File: src/rtl/mesi_pkg.sv
package mesi_pkg;
  typedef enum logic [1:0] {
    LS_INV = 2'd0,
    LS_SHR = 2'd1,
    LS_EXC = 2'd2,
    LS_MOD = 2'd3
  } line_st_t;

  typedef enum logic [1:0] {
    BC_READ  = 2'd0,
    BC_READX = 2'd1,
    BC_FLUSH = 2'd2
  } bus_cmd_t;

  typedef enum logic [1:0] {
    PH_IDLE  = 2'd0,
    PH_EVICT = 2'd1,
    PH_FILL  = 2'd2
  } phase_t;
endpackage

File: src/rtl/mesi_line_store.sv
module mesi_line_store
  import mesi_pkg::*;
#(
  parameter  int IDX_W = 2,
  parameter  int TAG_W = 4,
  localparam int LINES = 1 << IDX_W
) (
  input  logic             clk,
  input  logic             rst_n,
  input  logic             snp_en,
  input  logic [IDX_W-1:0] snp_idx,
  input  line_st_t         snp_st,
  input  logic             own_en,
  input  logic [IDX_W-1:0] own_idx,
  input  line_st_t         own_st,
  input  logic             own_tag_en,
  input  logic [TAG_W-1:0] own_tag,
  output line_st_t         st_o  [LINES],
  output logic [TAG_W-1:0] tag_o [LINES]
);
  for (genvar g = 0; g < LINES; g++) begin : g_line
    line_st_t         st_q, st_d;
    logic [TAG_W-1:0] tag_q;
    logic             snp_sel, own_sel, st_en, tag_en;

    // a snoop outranks the local side when both name this line
    always_comb begin
      snp_sel = snp_en && (snp_idx == IDX_W'(g));
      own_sel = own_en && (own_idx == IDX_W'(g));
      st_en   = snp_sel || own_sel;
      st_d    = snp_sel ? snp_st : own_st;
      tag_en  = own_sel && own_tag_en && !snp_sel;
    end

    always_ff @(posedge clk or negedge rst_n) begin
      if (!rst_n)     st_q <= LS_INV;
      else if (st_en) st_q <= st_d;
    end

    always_ff @(posedge clk or negedge rst_n) begin
      if (!rst_n)      tag_q <= '0;
      else if (tag_en) tag_q <= own_tag;
    end

    assign st_o[g]  = st_q;
    assign tag_o[g] = tag_q;
  end
endmodule

File: src/rtl/mesi_snoop.sv
module mesi_snoop
  import mesi_pkg::*;
#(
  parameter  int IDX_W  = 2,
  parameter  int TAG_W  = 4,
  localparam int ADDR_W = IDX_W + TAG_W,
  localparam int LINES  = 1 << IDX_W
) (
  input  logic              snp_valid,
  input  logic              snp_cmd,
  input  logic [ADDR_W-1:0] snp_addr,
  input  line_st_t          st_i  [LINES],
  input  logic [TAG_W-1:0]  tag_i [LINES],
  output logic [IDX_W-1:0]  snp_idx,
  output logic              snp_hit,
  output logic              snp_dirty,
  output line_st_t          snp_next
);
  line_st_t cur;

  always_comb begin
    snp_idx   = snp_addr[IDX_W-1:0];
    cur       = st_i[snp_idx];
    snp_hit   = snp_valid && (cur != LS_INV) &&
                (tag_i[snp_idx] == snp_addr[ADDR_W-1:IDX_W]);
    snp_dirty = snp_hit && (cur == LS_MOD);
    // read-for-ownership drops the copy, plain read leaves a clean sharer
    snp_next  = snp_cmd ? LS_INV : LS_SHR;
  end
endmodule

File: src/rtl/mesi_cpu_ctl.sv
module mesi_cpu_ctl
  import mesi_pkg::*;
#(
  parameter  int IDX_W  = 2,
  parameter  int TAG_W  = 4,
  localparam int ADDR_W = IDX_W + TAG_W
) (
  input  logic              clk,
  input  logic              rst_n,
  input  logic              cpu_req,
  input  logic              cpu_we,
  input  logic [ADDR_W-1:0] cpu_addr,
  input  logic              conflict,
  input  line_st_t          cur_st,
  input  logic [TAG_W-1:0]  cur_tag,
  input  logic              bus_gnt,
  input  logic              bus_shared_in,
  output logic              cpu_done,
  output logic              bus_req,
  output bus_cmd_t          bus_cmd,
  output logic [ADDR_W-1:0] bus_addr,
  output logic              wr_en,
  output line_st_t          wr_st,
  output logic              tag_en
);
  phase_t phase_q, phase_d;
  logic   hit;

  always_comb begin
    hit      = (cur_st != LS_INV) && (cur_tag == cpu_addr[ADDR_W-1:IDX_W]);
    phase_d  = phase_q;
    cpu_done = 1'b0;
    bus_req  = 1'b0;
    bus_cmd  = BC_READ;
    bus_addr = cpu_addr;
    wr_en    = 1'b0;
    wr_st    = LS_INV;
    tag_en   = 1'b0;
    unique case (phase_q)
      PH_IDLE: begin
        if (cpu_req && !conflict) begin
          if (hit && (!cpu_we || cur_st == LS_MOD)) begin
            cpu_done = 1'b1;
          end else if (hit && cur_st == LS_EXC) begin
            cpu_done = 1'b1;
            wr_en    = 1'b1;
            wr_st    = LS_MOD;
          end else if (hit) begin
            phase_d  = PH_FILL;
          end else begin
            phase_d  = (cur_st == LS_MOD) ? PH_EVICT : PH_FILL;
          end
        end
      end
      PH_EVICT: begin
        if (cur_st != LS_MOD) begin
          phase_d = PH_FILL;
        end else begin
          bus_req  = 1'b1;
          bus_cmd  = BC_FLUSH;
          bus_addr = {cur_tag, cpu_addr[IDX_W-1:0]};
          if (bus_gnt) begin
            wr_en   = 1'b1;
            wr_st   = LS_INV;
            phase_d = PH_FILL;
          end
        end
      end
      PH_FILL: begin
        bus_req = 1'b1;
        bus_cmd = cpu_we ? BC_READX : BC_READ;
        if (bus_gnt) begin
          cpu_done = 1'b1;
          wr_en    = 1'b1;
          tag_en   = 1'b1;
          wr_st    = cpu_we ? LS_MOD : (bus_shared_in ? LS_SHR : LS_EXC);
          phase_d  = PH_IDLE;
        end
      end
      default: phase_d = PH_IDLE;
    endcase
  end

  always_ff @(posedge clk or negedge rst_n) begin
    if (!rst_n) phase_q <= PH_IDLE;
    else        phase_q <= phase_d;
  end

  // a granted write-back is always followed by the fetch of the new line
  a_r10_fill_after_flush: assert property (@(posedge clk) disable iff (!rst_n)
    (bus_req && bus_gnt && bus_cmd == BC_FLUSH) |=> (phase_q == PH_FILL));

  // a line that left the modified state is not written back
  a_r12_no_stale_flush: assert property (@(posedge clk) disable iff (!rst_n)
    (phase_q == PH_EVICT && cur_st != LS_MOD) |=> (phase_q == PH_FILL));

  // request must stay put while the controller works on it
  a_r11_req_held: assert property (@(posedge clk) disable iff (!rst_n)
    (phase_q != PH_IDLE) |-> (cpu_req && $stable(cpu_addr) && $stable(cpu_we)));
endmodule

File: src/rtl/mesi_coherence_ctrl.sv
module mesi_coherence_ctrl
  import mesi_pkg::*;
#(
  parameter  int IDX_W  = 2,
  parameter  int TAG_W  = 4,
  localparam int ADDR_W = IDX_W + TAG_W,
  localparam int LINES  = 1 << IDX_W
) (
  input  logic              clk,
  input  logic              rst_n,
  input  logic              cpu_req,
  input  logic              cpu_we,
  input  logic [ADDR_W-1:0] cpu_addr,
  output logic              cpu_done,
  output logic              bus_req,
  output logic [1:0]        bus_cmd,
  output logic [ADDR_W-1:0] bus_addr,
  input  logic              bus_gnt,
  input  logic              bus_shared_in,
  input  logic              snp_valid,
  input  logic              snp_cmd,
  input  logic [ADDR_W-1:0] snp_addr,
  output logic              snp_shared,
  output logic              snp_flush
);
  logic             rst_meta_q, rst_sync_n;
  line_st_t         st_arr  [LINES];
  logic [TAG_W-1:0] tag_arr [LINES];
  logic [IDX_W-1:0] snp_idx, cpu_idx;
  logic             snp_hit, snp_dirty, conflict;
  line_st_t         snp_next, wr_st;
  logic             wr_en, tag_en;
  bus_cmd_t         bus_cmd_e;

  always_ff @(posedge clk or negedge rst_n) begin
    if (!rst_n) {rst_sync_n, rst_meta_q} <= 2'b00;
    else        {rst_sync_n, rst_meta_q} <= {rst_meta_q, 1'b1};
  end

  assign cpu_idx  = cpu_addr[IDX_W-1:0];
  assign conflict = snp_valid && (snp_idx == cpu_idx);

  mesi_snoop #(.IDX_W(IDX_W), .TAG_W(TAG_W)) u_snoop (
    .snp_valid (snp_valid),
    .snp_cmd   (snp_cmd),
    .snp_addr  (snp_addr),
    .st_i      (st_arr),
    .tag_i     (tag_arr),
    .snp_idx   (snp_idx),
    .snp_hit   (snp_hit),
    .snp_dirty (snp_dirty),
    .snp_next  (snp_next)
  );

  mesi_cpu_ctl #(.IDX_W(IDX_W), .TAG_W(TAG_W)) u_ctl (
    .clk           (clk),
    .rst_n         (rst_sync_n),
    .cpu_req       (cpu_req),
    .cpu_we        (cpu_we),
    .cpu_addr      (cpu_addr),
    .conflict      (conflict),
    .cur_st        (st_arr[cpu_idx]),
    .cur_tag       (tag_arr[cpu_idx]),
    .bus_gnt       (bus_gnt),
    .bus_shared_in (bus_shared_in),
    .cpu_done      (cpu_done),
    .bus_req       (bus_req),
    .bus_cmd       (bus_cmd_e),
    .bus_addr      (bus_addr),
    .wr_en         (wr_en),
    .wr_st         (wr_st),
    .tag_en        (tag_en)
  );

  mesi_line_store #(.IDX_W(IDX_W), .TAG_W(TAG_W)) u_store (
    .clk        (clk),
    .rst_n      (rst_sync_n),
    .snp_en     (snp_hit),
    .snp_idx    (snp_idx),
    .snp_st     (snp_next),
    .own_en     (wr_en),
    .own_idx    (cpu_idx),
    .own_st     (wr_st),
    .own_tag_en (tag_en),
    .own_tag    (cpu_addr[ADDR_W-1:IDX_W]),
    .st_o       (st_arr),
    .tag_o      (tag_arr)
  );

  assign bus_cmd    = bus_cmd_e;
  assign snp_shared = snp_hit;
  assign snp_flush  = snp_dirty;

  // the bus carries one transaction per cycle
  a_r11_one_bus_owner: assert property (@(posedge clk) disable iff (!rst_sync_n)
    (bus_req && bus_gnt) |-> !snp_valid);

  a_r2_fill_state: assert property (@(posedge clk) disable iff (!rst_sync_n)
    (bus_req && bus_gnt && bus_cmd == 2'd0) |=>
    (st_arr[$past(bus_addr[IDX_W-1:0])] == ($past(bus_shared_in) ? LS_SHR : LS_EXC)));

  a_r4_owned_after_rfo: assert property (@(posedge clk) disable iff (!rst_sync_n)
    (bus_req && bus_gnt && bus_cmd == 2'd1) |=>
    (st_arr[$past(bus_addr[IDX_W-1:0])] == LS_MOD));

  a_r3_silent_upgrade: assert property (@(posedge clk) disable iff (!rst_sync_n)
    (cpu_done && cpu_we && !bus_req) |=> (st_arr[$past(cpu_idx)] == LS_MOD));

  a_r6_read_demotes: assert property (@(posedge clk) disable iff (!rst_sync_n)
    (snp_shared && !snp_cmd) |=> (st_arr[$past(snp_idx)] == LS_SHR));

  a_r8_rfo_invalidates: assert property (@(posedge clk) disable iff (!rst_sync_n)
    (snp_shared && snp_cmd) |=> (st_arr[$past(snp_idx)] == LS_INV));

  a_r10_victim_dirty: assert property (@(posedge clk) disable iff (!rst_sync_n)
    (bus_req && bus_cmd == 2'd2) |->
    (st_arr[bus_addr[IDX_W-1:0]] == LS_MOD &&
     tag_arr[bus_addr[IDX_W-1:0]] == bus_addr[ADDR_W-1:IDX_W]));

  a_r11_snoop_first: assert property (@(posedge clk) disable iff (!rst_sync_n)
    cpu_done |-> !conflict);
endmodule

File: config.mk
export PLATFORM = sky130hd
export DESIGN_NAME = mesi_coherence_ctrl
export DESIGN_NICKNAME = d
export VERILOG_FILES = /design/src/rtl/mesi_pkg.sv /design/src/rtl/mesi_line_store.sv /design/src/rtl/mesi_snoop.sv /design/src/rtl/mesi_cpu_ctl.sv /design/src/rtl/mesi_coherence_ctrl.sv
export SDC_FILE = /design/constraint.sdc
export NUM_CORES = 1
export LEC_CHECK = 0
export CAP_MARGIN = 30
export CORE_ASPECT_RATIO = 1.1
export CORE_MARGIN = 2
export CORE_UTILIZATION = 55
export CTS_CLUSTER_DIAMETER = 30
export DETAILED_ROUTE_END_ITERATION = 8
export DONT_BUFFER_PORTS = 1
export PLACE_DENSITY_LB_ADDON = 0.1
export SLEW_MARGIN = 20
export SYNTH_ARGS = -nofsm -noshare
export SYNTH_HDL_FRONTEND = slang
export SYNTH_HIERARCHICAL = 1
export SYNTH_SLANG_ARGS = --single-unit
export TNS_END_PERCENT = 10
File: constraint.sdc
create_clock -name clk -period 2.35 [get_ports clk]
set_input_delay 0.1175 -clock clk [delete_from_list [all_inputs] [get_ports clk]]
set_output_delay 0.1175 -clock clk [all_outputs]
set_load 0.03 [all_outputs]
Word level (Yosys, flattened, before mapping)
Index checks and enable logic that the tools add are counted.

cells by class
  multiplexer cells = 50
  equality and inequality tests = 20
  magnitude comparators = 2
  bitwise logic cells = 2
  reductions and logical operators = 41

operators with widths
  operator                                                                  number
  2-bit two-way mux                                                         23
  1-bit logical AND                                                         24
  4-bit binary-select mux with 2-bit select                                 2
  2-bit equality test (second input constant)                               8
  4-bit two-way mux                                                         4
  6-bit two-way mux                                                         2
  1-bit two-way mux                                                         11
  2-bit binary-select mux with 2-bit select                                 2
  4-bit equality test                                                       2
  2-bit inequality test (second input constant)                             4
  2-bit case mux with 2 select lines                                        2
  2-bit by 1-bit equality test with 1-bit output (second input constant)    3
  3-bit >= comparator (second input constant)                               2
  1-bit logical NOT                                                         6
  2-bit logical NOT                                                         3
  2-bit inverter with 3-bit output                                          2
  2-bit case mux with 3 select lines                                        1
  1-bit logical OR                                                          5
  5-bit AND reduction                                                       1
  1-bit case mux with 2 select lines                                        2
  2-bit nonzero test                                                        2
  3-bit by 2-bit inequality test with 1-bit output (second input constant)  1
  1-bit case mux with 3 select lines                                        1
  2-bit equality test                                                       1
  2-bit by 1-bit inequality test with 1-bit output (second input constant)  1

storage, ports and cells
  output and inout bits = 12
  logic and storage cells = 126
  bits in registers = 28

Longest topological paths before layout
Gate-level depths: netlist of run 1.

  word-level depth = 14
  depth in mapped cells = 10
  depth with buffers taken out = 9

Hierarchy
Netlist of run 1, hierarchy kept.

modules (own cells, without submodules)
  module               sequential area each (µm²)  times used  cells an instance  area an instance (µm²)
  mesi_line_store      600.6                       1           76                 1,074.8
  mesi_cpu_ctl         50.0                        1           52                 427.9
  mesi_snoop           0.0                         1           28                 285.3
  mesi_coherence_ctrl  50.0                        1           14                 229.0

Least setup slack after synthesis of run 1
No wires, ideal clock.

  path kind = reg-to-reg
  start = register u_store.g_line[3].tag_q[3]
  end = register u_store.g_line[0].tag_q[0]
  arrival = 2,568 ps
  cell stages (with the launch flop) = 8
  setup slack = -345 ps
  setup time = 127 ps
  cell sequence = dfrtp_1 mux4_2 xnor2_1 o2111ai_1 nor2_1 or3b_4 nand3_4 mux2_1

on the way
  elaborated cells between the ends (all ways) = 21
  classes of those cells = eq/ne (2); mux (10); reduce/logical (9)

RTL lines
  item                                                  RTL line                   text
  from (decl)                                           mesi_line_store.sv:23      logic [TAG_W-1:0] tag_q;
  from (signal assigned)                                mesi_line_store.sv:42      else if (tag_en) tag_q <= own_tag;
  4-bit binary-select mux with 2-bit select             mesi_snoop.sv:25           (tag_i[snp_idx] == snp_addr[ADDR_W-1:IDX_W]);
  4-bit two-way mux (implied by the code) (2 in a row)  mesi_snoop.sv:25
  4-bit equality test                                   mesi_snoop.sv:25
  1-bit logical AND                                     mesi_snoop.sv:24           snp_hit = snp_valid && (cur != LS_INV) &&
  named net snp_shared                                  mesi_coherence_ctrl.sv:23  output logic snp_shared,
  1-bit logical AND                                     mesi_line_store.sv:28      snp_sel = snp_en && (snp_idx == IDX_W'(g));
  1-bit logical NOT                                     mesi_line_store.sv:32      tag_en = own_sel && own_tag_en && !snp_sel;
  1-bit logical AND                                     mesi_line_store.sv:32
  to (signal assigned)                                  mesi_line_store.sv:42
  to (decl)                                             mesi_line_store.sv:23

The timed path passes the listed nets, and every way through them passes these cells. The select of a mux whose other input is x is not followed.
A chain may end at the register's enable or synchronous reset.

Worst setup path in the final report of run 1
  start = register u_store.g_line[3].tag_q[1]
  end = register u_store.g_line[0].tag_q[0]

on the way
  cells in the longest elaborated chain, start to end = 13
  elaborated cells between the ends (all ways) = 21
  classes of those cells = eq/ne (2); mux (10); reduce/logical (9)

RTL lines
  item                                                    RTL line                   text
  4-bit binary-select mux with 2-bit select *             mesi_coherence_ctrl.sv:63  .cur_tag (tag_arr[cpu_idx]),
  4-bit two-way mux (implied by the code) * (2 in a row)  mesi_coherence_ctrl.sv:63
  4-bit equality test *                                   mesi_cpu_ctl.sv:30         hit = (cur_st != LS_INV) && (cur_tag == cpu_addr[ADDR_W-1:IDX_W]);
  1-bit logical AND *                                     mesi_cpu_ctl.sv:30
  1-bit logical AND                                       mesi_cpu_ctl.sv:44         end else if (hit && cur_st == LS_EXC) begin
  1-bit two-way mux                                       mesi_cpu_ctl.sv:44
  1-bit two-way mux *                                     mesi_cpu_ctl.sv:42         if (hit && (!cpu_we || cur_st == LS_MOD)) begin
  1-bit two-way mux *                                     mesi_cpu_ctl.sv:41         if (cpu_req && !conflict) begin
  1-bit case mux with 3 select lines *                    mesi_cpu_ctl.sv:39         unique case (phase_q)
  named net wr_en                                         mesi_coherence_ctrl.sv:32  logic wr_en, tag_en;
  1-bit logical AND *                                     mesi_line_store.sv:29      own_sel = own_en && (own_idx == IDX_W'(g));
  1-bit logical AND * (2 in a row)                        mesi_line_store.sv:32

Mark *: on every way through the listed nets, which the timed path passes. The rest lies on a longest branch. The select of a mux whose other input is x is not followed.

==> flow_summary.html, run 1 <==
<table>
<tr><th>Metric</th><th>Value</th></tr>
<tr><th colspan="2">Drt</th></tr>
<tr><td>DRC viols</td><td>0</td></tr>
<tr><td>Via count</td><td>around 1400</td></tr>
<tr><td>First drt pass iteration count</td><td>4</td></tr>
<tr><td>Total wire length after detailed routing</td><td>4700 µm</td></tr>
<tr><td>ANT nets after route</td><td>0</td></tr>
<tr><td>Via count normalized by instance count</td><td>5.81</td></tr>
<tr><td>Routed WL per cell</td><td>~19 µm</td></tr>
<tr><td>1st-iter DRT viols</td><td>93</td></tr>
<tr><th colspan="2">Yosys</th></tr>
<tr><td>Number of enable-type register cells in the synthesized netlist</td><td>0</td></tr>
<tr><td>Syn. warnings</td><td>6</td></tr>
<tr><td>Post-Syn Instances</td><td>170</td></tr>
<tr><td>Sequential cell area fraction in the yosys report</td><td>0.347</td></tr>
<tr><td>Predominant post-synthesis flop cell</td><td>dfrtp_1</td></tr>
<tr><td>Synthesized flop and latch total</td><td>28</td></tr>
<tr><td>Average footprint of a synthesized cell</td><td>11.9 µm²</td></tr>
<tr><td>Area of the mapped netlist</td><td>0.00202 mm²</td></tr>
<tr><td>Number of nets produced by synthesis</td><td>just under 200</td></tr>
<tr><td>Number of distinct standard cells referenced by the synthesized netlist</td><td>44</td></tr>
<tr><td>Post-synth top area share</td><td>0.347</td></tr>
<tr><td>Synth area leaders</td><td>dfrtp_1, mux4_2, mux2_2</td></tr>
<tr><td>Ys async rst share</td><td>1.00</td></tr>
<tr><td>Cell taking the most area after synthesis</td><td>dfrtp_1</td></tr>
<tr><th colspan="2">Timing</th></tr>
<tr><td>Final Cycle Share</td><td>1.10</td></tr>
<tr><td>Total Neg Setup Slack</td><td>-3.21 ns</td></tr>
<tr><td>Final critical-path required period</td><td>2.59 ns</td></tr>
<tr><td>Worst setup margin</td><td>-0.243 ns</td></tr>
<tr><td>Final setup skew</td><td>about 0.0045 ns</td></tr>
<tr><td>RSZ-0062 raised after global routing</td><td>yes</td></tr>
<tr><td>FMAX</td><td>386 MHz</td></tr>
<tr><td>Final setup viols</td><td>24</td></tr>
<tr><td>Final Max Tran Viols</td><td>0</td></tr>
<tr><td>Fin. Hold Viols</td><td>0</td></tr>
<tr><td>Worst hold margin</td><td>0.0517 ns</td></tr>
<tr><th colspan="2">Critical path</th></tr>
<tr><td>Cells along the critical path</td><td>mux4_2 &gt; xor2_1 &gt; nor3_2 &gt; nand4_1 &gt; a21oi_2 &gt; nor3b_4 &gt; nand3_4 &gt; mux2_4</td></tr>
<tr><td>Category of the most critical setup path</td><td>flop to flop</td></tr>
<tr><td>Kind of cell adding the most delay to the critical path</td><td>simple AND/OR/NAND/NOR gates</td></tr>
<tr><td>Maximum fanout along the worst path</td><td>4</td></tr>
<tr><td>Reg2reg setup slack</td><td>-0.24 ns</td></tr>
<tr><td>Startpoint type of the worst setup path</td><td>flop</td></tr>
<tr><td>Kind of end point of the critical path</td><td>flop</td></tr>
<tr><td>Origin of the critical flop-to-flop path</td><td>u_store/g_line[3].tag_q[1]</td></tr>
<tr><td>Critical path required time</td><td>2.52 ns</td></tr>
<tr><td>Critical R2R Capture</td><td>u_store/g_line[0].tag_q[0]</td></tr>
<tr><td>Worst R2R Path Depth</td><td>8</td></tr>
<tr><td>Crit path arrival time</td><td>about 2.8 ns</td></tr>
<tr><td>Number of buffers and inverters on the critical path</td><td>0</td></tr>
<tr><td>Cell with the largest stage delay on the worst path</td><td>mux4_2</td></tr>
<tr><td>CP max stage delay</td><td>0.50 ns</td></tr>
<tr><th colspan="2">CTS</th></tr>
<tr><td>Max clock buf depth</td><td>2</td></tr>
<tr><td>Clock tree from TritonCTS</td><td>done</td></tr>
<tr><td>CTS H-Tree Depth</td><td>1</td></tr>
<tr><td>CTS clock-pin slew for the worst setup and hold paths</td><td>roughly 0.1 ns</td></tr>
<tr><td>Clk sinks</td><td>28</td></tr>
<tr><td>Insertion delay of the later-clocked pin in the worst-skew pair</td><td>0.28 ns</td></tr>
<tr><td>Number of buffers created by CTS</td><td>3</td></tr>
<tr><td>Root Buffer</td><td>clkbuf_8</td></tr>
<tr><th colspan="2">Power</th></tr>
<tr><td>Overall power consumption</td><td>2.33 mW</td></tr>
<tr><td>Peak supply drop</td><td>~0.47 mV</td></tr>
<tr><td>Cell Pwr Density</td><td>977 mW/mm²</td></tr>
<tr><td>Pleak</td><td>1.07 nW</td></tr>
<tr><th colspan="2">Cells and area</th></tr>
<tr><td>Number of diodes added for antenna fixing</td><td>0</td></tr>
<tr><td>Most frequent cells in the layout</td><td>buf_4, dfrtp_1, mux2_2</td></tr>
<tr><td>Number of nets in the layout</td><td>between 200 and 250</td></tr>
<tr><td>Fraction of layout cells with a size suffix above 1</td><td>0.389</td></tr>
<tr><td>Area added between synthesis and finish</td><td>18.3%</td></tr>
<tr><td>Cell Count, Final, Fillers Out</td><td>248</td></tr>
<tr><th colspan="2">Placement</th></tr>
<tr><td>Routability congestion estimate</td><td>0.863</td></tr>
<tr><td>Detail Placement HPWL</td><td>3520 µm</td></tr>
<tr><td>I/O Buffers</td><td>0</td></tr>
<tr><td>Cell total after placement</td><td>236</td></tr>
<tr><th colspan="2">Floorplanning</th></tr>
<tr><td>Die outline area</td><td>0.00417 mm²</td></tr>
<tr><td>Placeable core region</td><td>0.00357 mm²</td></tr>
<tr><td>Effective utilization at floorplan</td><td>0.565</td></tr>
<tr><td>Row Count</td><td>23</td></tr>
<tr><td>Vertical die dimension</td><td>67.5 µm</td></tr>
<tr><td>Ports placed on the boundary</td><td>32</td></tr>
<tr><td>Horizontal die dimension</td><td>61.7 µm</td></tr>
<tr><th colspan="2">GRT</th></tr>
<tr><td>Number of antenna violations at the first check in global routing</td><td>0</td></tr>
<tr><td>Wire length of the first global-routing pass</td><td>about 7200 µm</td></tr>
<tr><td>Overall overflow remaining after global route</td><td>0</td></tr>
<tr><td>Combined global-route utilization of all metal layers</td><td>0.241</td></tr>
<tr><td>Via count of the first global-routing pass</td><td>1535</td></tr>
<tr><td>Maximum number of pins on one net before global-route repair</td><td>19</td></tr>
<tr><th colspan="2">Status</th></tr>
<tr><td>Status</td><td>finished, violations left</td></tr>
<tr><td>Violated checks</td><td>negative setup slack</td></tr>
<tr><th colspan="2">Run</th></tr>
<tr><td>Count of maximum capacitance violations</td><td>0</td></tr>
<tr><th colspan="2">Worst hold path</th></tr>
<tr><td>Worst min-delay path category</td><td>input port to asynchronous set/reset pin</td></tr>
</table>
[cell usage after synthesis, drive strengths merged (3+ instances only)]
master  instances
dfrtp          28
mux2           20
mux2i          12
nor2           12
a21oi          11
mux4           11
buf            10
nand3           6
xnor2           6
and3            5
inv             5
nand2           5
ha              4
nand3b          4
nor2b           3
o21ai           3
xor2            3
[sequential cells by signal (all words and copies together), names as in the netlist]
signal                count
u_store/g_line.st_q       8
rst_sync_n                1
u_store/g_line.tag_q     16
rst_meta_q                1
u_ctl/phase_q             2
[worst max-delay path by stage]
| stage | from | end | slack (ns) | depth (start not counted) |
|---|---|---|---|---|
| 4_1_cts | u_store/g_line[2].tag_q[2] | u_store/g_line[0].tag_q[2] | -0.20 | 8 |
| 5_1_grt | u_store/g_line[2].tag_q[1] | u_store/g_line[0].tag_q[0] | -0.35 | 8 |
| 2_1_floorplan | u_store/g_line[3].tag_q[2] | u_store/g_line[0].tag_q[0] | -0.14 | 8 |
| 3_3_place_gp | u_store/g_line[2].tag_q[2] | u_store/g_line[0].tag_q[2] | -0.12 | 8 |
| 3_5_place_dp | u_store/g_line[2].tag_q[2] | u_store/g_line[0].tag_q[2] | -0.19 | 8 |
| 6_report | u_store/g_line[3].tag_q[1] | u_store/g_line[0].tag_q[0] | -0.24 | 8 |
[per-layer routing]
| layer | vias to the layer above | routed length, µm | global-route usage |
|---|---|---|---|
| li1 | 681 | - | - |
| met1 | 731 | 2020 | 0.308 |
| met2 | 24 | 2470 | 0.416 |
| met3 | 6 | 135 | 0.0307 |
| met4 | 0 | 67 | 0.0798 |
| met5 | - | 0 | 0 |
[final cells by class]
cell class | count | area [µm²]
Multi-Input combinational cell | 127 | 1260
Timing Repair Buffer | 34 | 270
Sequential cell | 28 | 701
Fill cell | 308 | 1180
Tap cell | 50 | 62.6
Clock buffer | 3 | 41.3
Inverter | 5 | 18.8
Clock inverter | 1 | 30.0
[what timing repair did]
action | in CTS | in global routing
endpoints found under the hold margin | 17 | 1
endpoints found under the setup margin | 24 | 25
pin swaps | 1 | 6
gates resized for setup | 1 | 7
buffers inserted | 2 | 0
hold buffers | 5 | 1
[logic make-up (layout without fill, tap and decap cells)]
family / count (synthesis) / in the layout / share of synthesized area
mux: 43 / 43 / 0.300
flops: 28 / 28 / 0.347
other cells: 2 / 2 / 0.00372
compound gates: 23 / 23 / 0.0738
buf+inv: 15 / 43 / 0.0496
simple gates: 46 / 46 / 0.162
xor+xnor: 9 / 9 / 0.0391
fa+ha+maj: 4 / 4 / 0.0248
[stage by stage]
step                      setup WS, ns  utilization  instance area, µm²
after CTS                       -0.201        0.658                2350
after detailed placement        -0.187        0.618                2200
after floorplan                 -0.145            -                2030
after global placement          -0.122        0.618                2200
final                           -0.243        0.669                2390
after global routing            -0.345        0.669                2390
[report_power, final]
| group | switching, mW | internal [mW] |
|---|---|---|
| clock network | 0.154 | 0.228 |
| registers | 0.148 | 0.679 |
| logic | 0.501 | 0.622 |
| total | 0.803 | 1.53 |
Note: power is estimated with default switching activity, not from simulation.
==> inputs of run 2 (changes only) <==
--- a/config.mk
+++ b/config.mk
@@ -8,8 +8,8 @@
 export CAP_MARGIN = 30
 export CORE_ASPECT_RATIO = 1.1
 export CORE_MARGIN = 2
-export CORE_UTILIZATION = 55
-export CTS_CLUSTER_DIAMETER = 30
+export CORE_UTILIZATION = 25
+export CTS_CLUSTER_DIAMETER = 80
 export DETAILED_ROUTE_END_ITERATION = 8
 export DONT_BUFFER_PORTS = 1
 export PLACE_DENSITY_LB_ADDON = 0.1
==> run 2 against run 1 <==
Against the previous run: the flow still finishes with violations (negative setup slack); total power up 2.4%; global-route usage down 10 points; die area up 110%; largest power group unchanged; worst hold slack better by 0.0045 ns; critical path depth unchanged; sequential cell count unchanged; largest cell class unchanged; sequential power down 1%; cell count up 27%; core utilization down 35 points; maximum frequency down 1.7%; sequential share of layout area down 1.7 points.
==> flow_summary.html, run 2 (synthesis gave the netlist of run 1 again) <==
<table>
<tr><th>Metric</th><th>Value</th></tr>
<tr><th colspan="2">Status</th></tr>
<tr><td>Status</td><td>finished, violations left</td></tr>
<tr><td>Violated checks</td><td>negative setup slack</td></tr>
<tr><th colspan="2">Floorplanning</th></tr>
<tr><td>Vertical die dimension</td><td>about 98 µm</td></tr>
<tr><td>Ports placed on the boundary</td><td>32</td></tr>
<tr><td>Effective utilization at floorplan</td><td>0.256</td></tr>
<tr><td>Horizontal die dimension</td><td>89.6 µm</td></tr>
<tr><td>Placeable core region</td><td>around 0.0079 mm²</td></tr>
<tr><td>Row Count</td><td>34</td></tr>
<tr><td>Die outline area</td><td>0.00880 mm²</td></tr>
<tr><th colspan="2">Timing</th></tr>
<tr><td>Final Cycle Share</td><td>1.12</td></tr>
<tr><td>Final setup viols</td><td>24</td></tr>
<tr><td>Final critical-path required period</td><td>2.64 ns</td></tr>
<tr><td>FMAX</td><td>between 300 and 400 MHz</td></tr>
<tr><td>Final setup skew</td><td>0.00434 ns</td></tr>
<tr><td>Final Max Tran Viols</td><td>0</td></tr>
<tr><td>RSZ-0062 raised after global routing</td><td>yes</td></tr>
<tr><td>Fin. Hold Viols</td><td>0</td></tr>
<tr><td>Worst setup margin</td><td>-0.287 ns</td></tr>
<tr><th colspan="2">Critical path</th></tr>
<tr><td>Kind of cell adding the most delay to the critical path</td><td>simple AND/OR/NAND/NOR gates</td></tr>
<tr><td>Kind of end point of the critical path</td><td>flop</td></tr>
<tr><td>Category of the most critical setup path</td><td>flop to flop</td></tr>
<tr><td>Number of buffers and inverters on the critical path</td><td>0</td></tr>
<tr><td>Crit path arrival time</td><td>~2.8 ns</td></tr>
<tr><td>Cells along the critical path</td><td>mux4_2 &gt; xor2_1 &gt; nor3_2 &gt; nand4_1 &gt; a21oi_2 &gt; nor3b_4 &gt; nand3_4 &gt; mux2_4</td></tr>
<tr><td>Cell with the largest stage delay on the worst path</td><td>mux4_2</td></tr>
<tr><td>Critical path required time</td><td>around 2.5 ns</td></tr>
<tr><td>CP max stage delay</td><td>around 0.49 ns</td></tr>
<tr><td>Maximum fanout along the worst path</td><td>4</td></tr>
<tr><td>Startpoint type of the worst setup path</td><td>flop</td></tr>
<tr><th colspan="2">Power</th></tr>
<tr><td>Part of the total power dissipated in sequential elements</td><td>0.343</td></tr>
<tr><td>Cell Pwr Density</td><td>around 940 mW/mm²</td></tr>
<tr><td>Clock network fraction of design power</td><td>0.130</td></tr>
<tr><td>Switching Power</td><td>0.851 mW</td></tr>
<tr><td>Internal Pwr Total</td><td>1.54 mW</td></tr>
<tr><td>Switching part of the total power</td><td>0.356</td></tr>
<tr><td>Gate power share</td><td>0.527</td></tr>
<tr><td>Peak supply drop</td><td>0.363 mV</td></tr>
<tr><td>Pleak</td><td>1.12 nW</td></tr>
<tr><th colspan="2">CTS</th></tr>
<tr><td>CTS H-Tree Depth</td><td>1</td></tr>
<tr><td>Insertion delay of the later-clocked pin in the worst-skew pair</td><td>0.28 ns</td></tr>
<tr><td>Root Buffer</td><td>clkbuf_8</td></tr>
<tr><td>Max clock buf depth</td><td>2</td></tr>
<tr><td>Clock tree from TritonCTS</td><td>done</td></tr>
<tr><td>CTS clock-pin slew for the worst setup and hold paths</td><td>about 0.1 ns</td></tr>
<tr><td>Clk sinks</td><td>28</td></tr>
<tr><td>Number of buffers created by CTS</td><td>3</td></tr>
<tr><th colspan="2">Placement</th></tr>
<tr><td>Area after detailed placement</td><td>0.00234 mm²</td></tr>
<tr><td>Routability congestion estimate</td><td>between 0.8 and 0.9</td></tr>
<tr><td>Setup Slack @ Placement</td><td>-0.333 ns</td></tr>
<tr><td>I/O Buffers</td><td>0</td></tr>
<tr><td>Detail Placement HPWL</td><td>~4200 µm</td></tr>
<tr><th colspan="2">Cells and area</th></tr>
<tr><td>Most common library cell in the layout ignoring fill and taps</td><td>buf_4</td></tr>
<tr><td>Fraction of layout cells with a size suffix above 1</td><td>0.427</td></tr>
<tr><td>Number of nets in the layout</td><td>231</td></tr>
<tr><td>Number of diodes added for antenna fixing</td><td>0</td></tr>
<tr><td>Number of flip-flops in the largest register</td><td>16</td></tr>
<tr><td>Most frequent cells in the layout</td><td>buf_4, dfrtp_1, mux2_2</td></tr>
<tr><td>Registers with the most flip-flops</td><td>u_store/g_line.tag_q x16, u_store/g_line.st_q x8, u_ctl/phase_q x2</td></tr>
<tr><td>Area added between synthesis and finish</td><td>25.5%</td></tr>
<tr><td>Final non-filler cell area</td><td>around 0.0025 mm²</td></tr>
<tr><td>Register with the highest flop count</td><td>u_store/g_line.tag_q</td></tr>
<tr><th colspan="2">Drt</th></tr>
<tr><td>DRC viols</td><td>0</td></tr>
<tr><td>Via count normalized by instance count</td><td>between 4 and 5</td></tr>
<tr><td>Total wire length after detailed routing</td><td>between 5000 and 6000 µm</td></tr>
<tr><td>ANT nets after route</td><td>0</td></tr>
<tr><td>Routed WL per cell</td><td>18.3 µm</td></tr>
<tr><td>First drt pass iteration count</td><td>6</td></tr>
<tr><td>1st-iter DRT viols</td><td>65</td></tr>
<tr><td>Via count</td><td>1480</td></tr>
<tr><th colspan="2">GRT</th></tr>
<tr><td>Number of antenna violations at the first check in global routing</td><td>0</td></tr>
<tr><td>Wire length of the first global-routing pass</td><td>9060 µm</td></tr>
<tr><td>Maximum number of pins on one net before global-route repair</td><td>27</td></tr>
<tr><td>Combined global-route utilization of all metal layers</td><td>0.138</td></tr>
<tr><td>Overall overflow remaining after global route</td><td>0</td></tr>
<tr><td>Via count of the first global-routing pass</td><td>between 1500 and 2000</td></tr>
<tr><th colspan="2">Run</th></tr>
<tr><td>Count of maximum capacitance violations</td><td>0</td></tr>
<tr><th colspan="2">Worst hold path</th></tr>
<tr><td>Worst min-delay path category</td><td>input port to asynchronous set/reset pin</td></tr>
</table>
## run 2: stage by stage
stage | TNS [ns] | hold WS (ns) | std cells | util | power, mW
6_report | -4.41 | 0.0562 | 314 | 0.322 | 2.39
4_1_cts | -3.77 | 0.0533 | 313 | 0.315 | 2.34
2_1_floorplan | -1.09 | -0.178 | 170 | - | 1.56
3_3_place_gp | -4.15 | -0.178 | 302 | 0.297 | 1.95
5_1_grt | -6.82 | 0.0522 | 314 | 0.322 | 2.55
3_5_place_dp | -4.89 | -0.178 | 302 | 0.297 | 1.97
## run 2: cell type report
type	count	area [µm²]
Tap cell	108	135
Clock buffer	4	55.1
Multi-Input combinational cell	127	1290
Sequential cell	28	701
Inverter	5	18.8
Timing Repair Buffer	42	332
Fill cell	814	5340
## run 2: routing by layer
| metal | wire length [µm] | global-route usage | vias up | part of all wire |
|---|---|---|---|---|
| met3 | 251 | 0.0262 | 2 | 0.044 |
| li1 | - | - | 703 | - |
| met5 | 0 | 0 | - | 0 |
| met1 | 2480 | 0.180 | 744 | 0.43 |
| met4 | 28 | 0.0321 | 0 | 0.0049 |
| met2 | 2980 | 0.234 | 31 | 0.52 |
## run 2: path summary, 6_finish.rpt
kind,to,startpoint,cells past startpoint,slack (ns)
worst max register to register,u_store/g_line[0].tag_q[0],u_store/g_line[2].tag_q[1],8,-0.29
min in group clk,u_store/g_line[3].st_q[0],snp_cmd,3,0.08
worst min-delay path,rst_sync_n,rst_n,1,0.06
worst max-delay path,u_store/g_line[0].tag_q[0],u_store/g_line[2].tag_q[1],8,-0.29
max in group asynchronous,u_store/g_line[2].tag_q[2],rst_sync_n,1,1.84
worst min register to register,u_store/g_line[1].st_q[0],rst_sync_n,1,0.24
## run 2: what timing repair did
item,4_1_cts,5_1_grt
pin swaps,1,7
resized for setup,4,8
endpoints found under the hold margin,18,0
setup buffers,2,1
hold buffers,5,0
endpoints found under the setup margin,26,26
## run 2: power groups by stage
stage	clock network (mW)	registers, mW	logic [mW]
4_1_cts	0.326	0.816	1.19
3_5_place_dp	0	0.822	1.15
6_report	0.311	0.819	1.26
2_1_floorplan	0	0.785	0.775
5_1_grt	0.348	0.848	1.36
3_3_place_gp	0	0.809	1.14
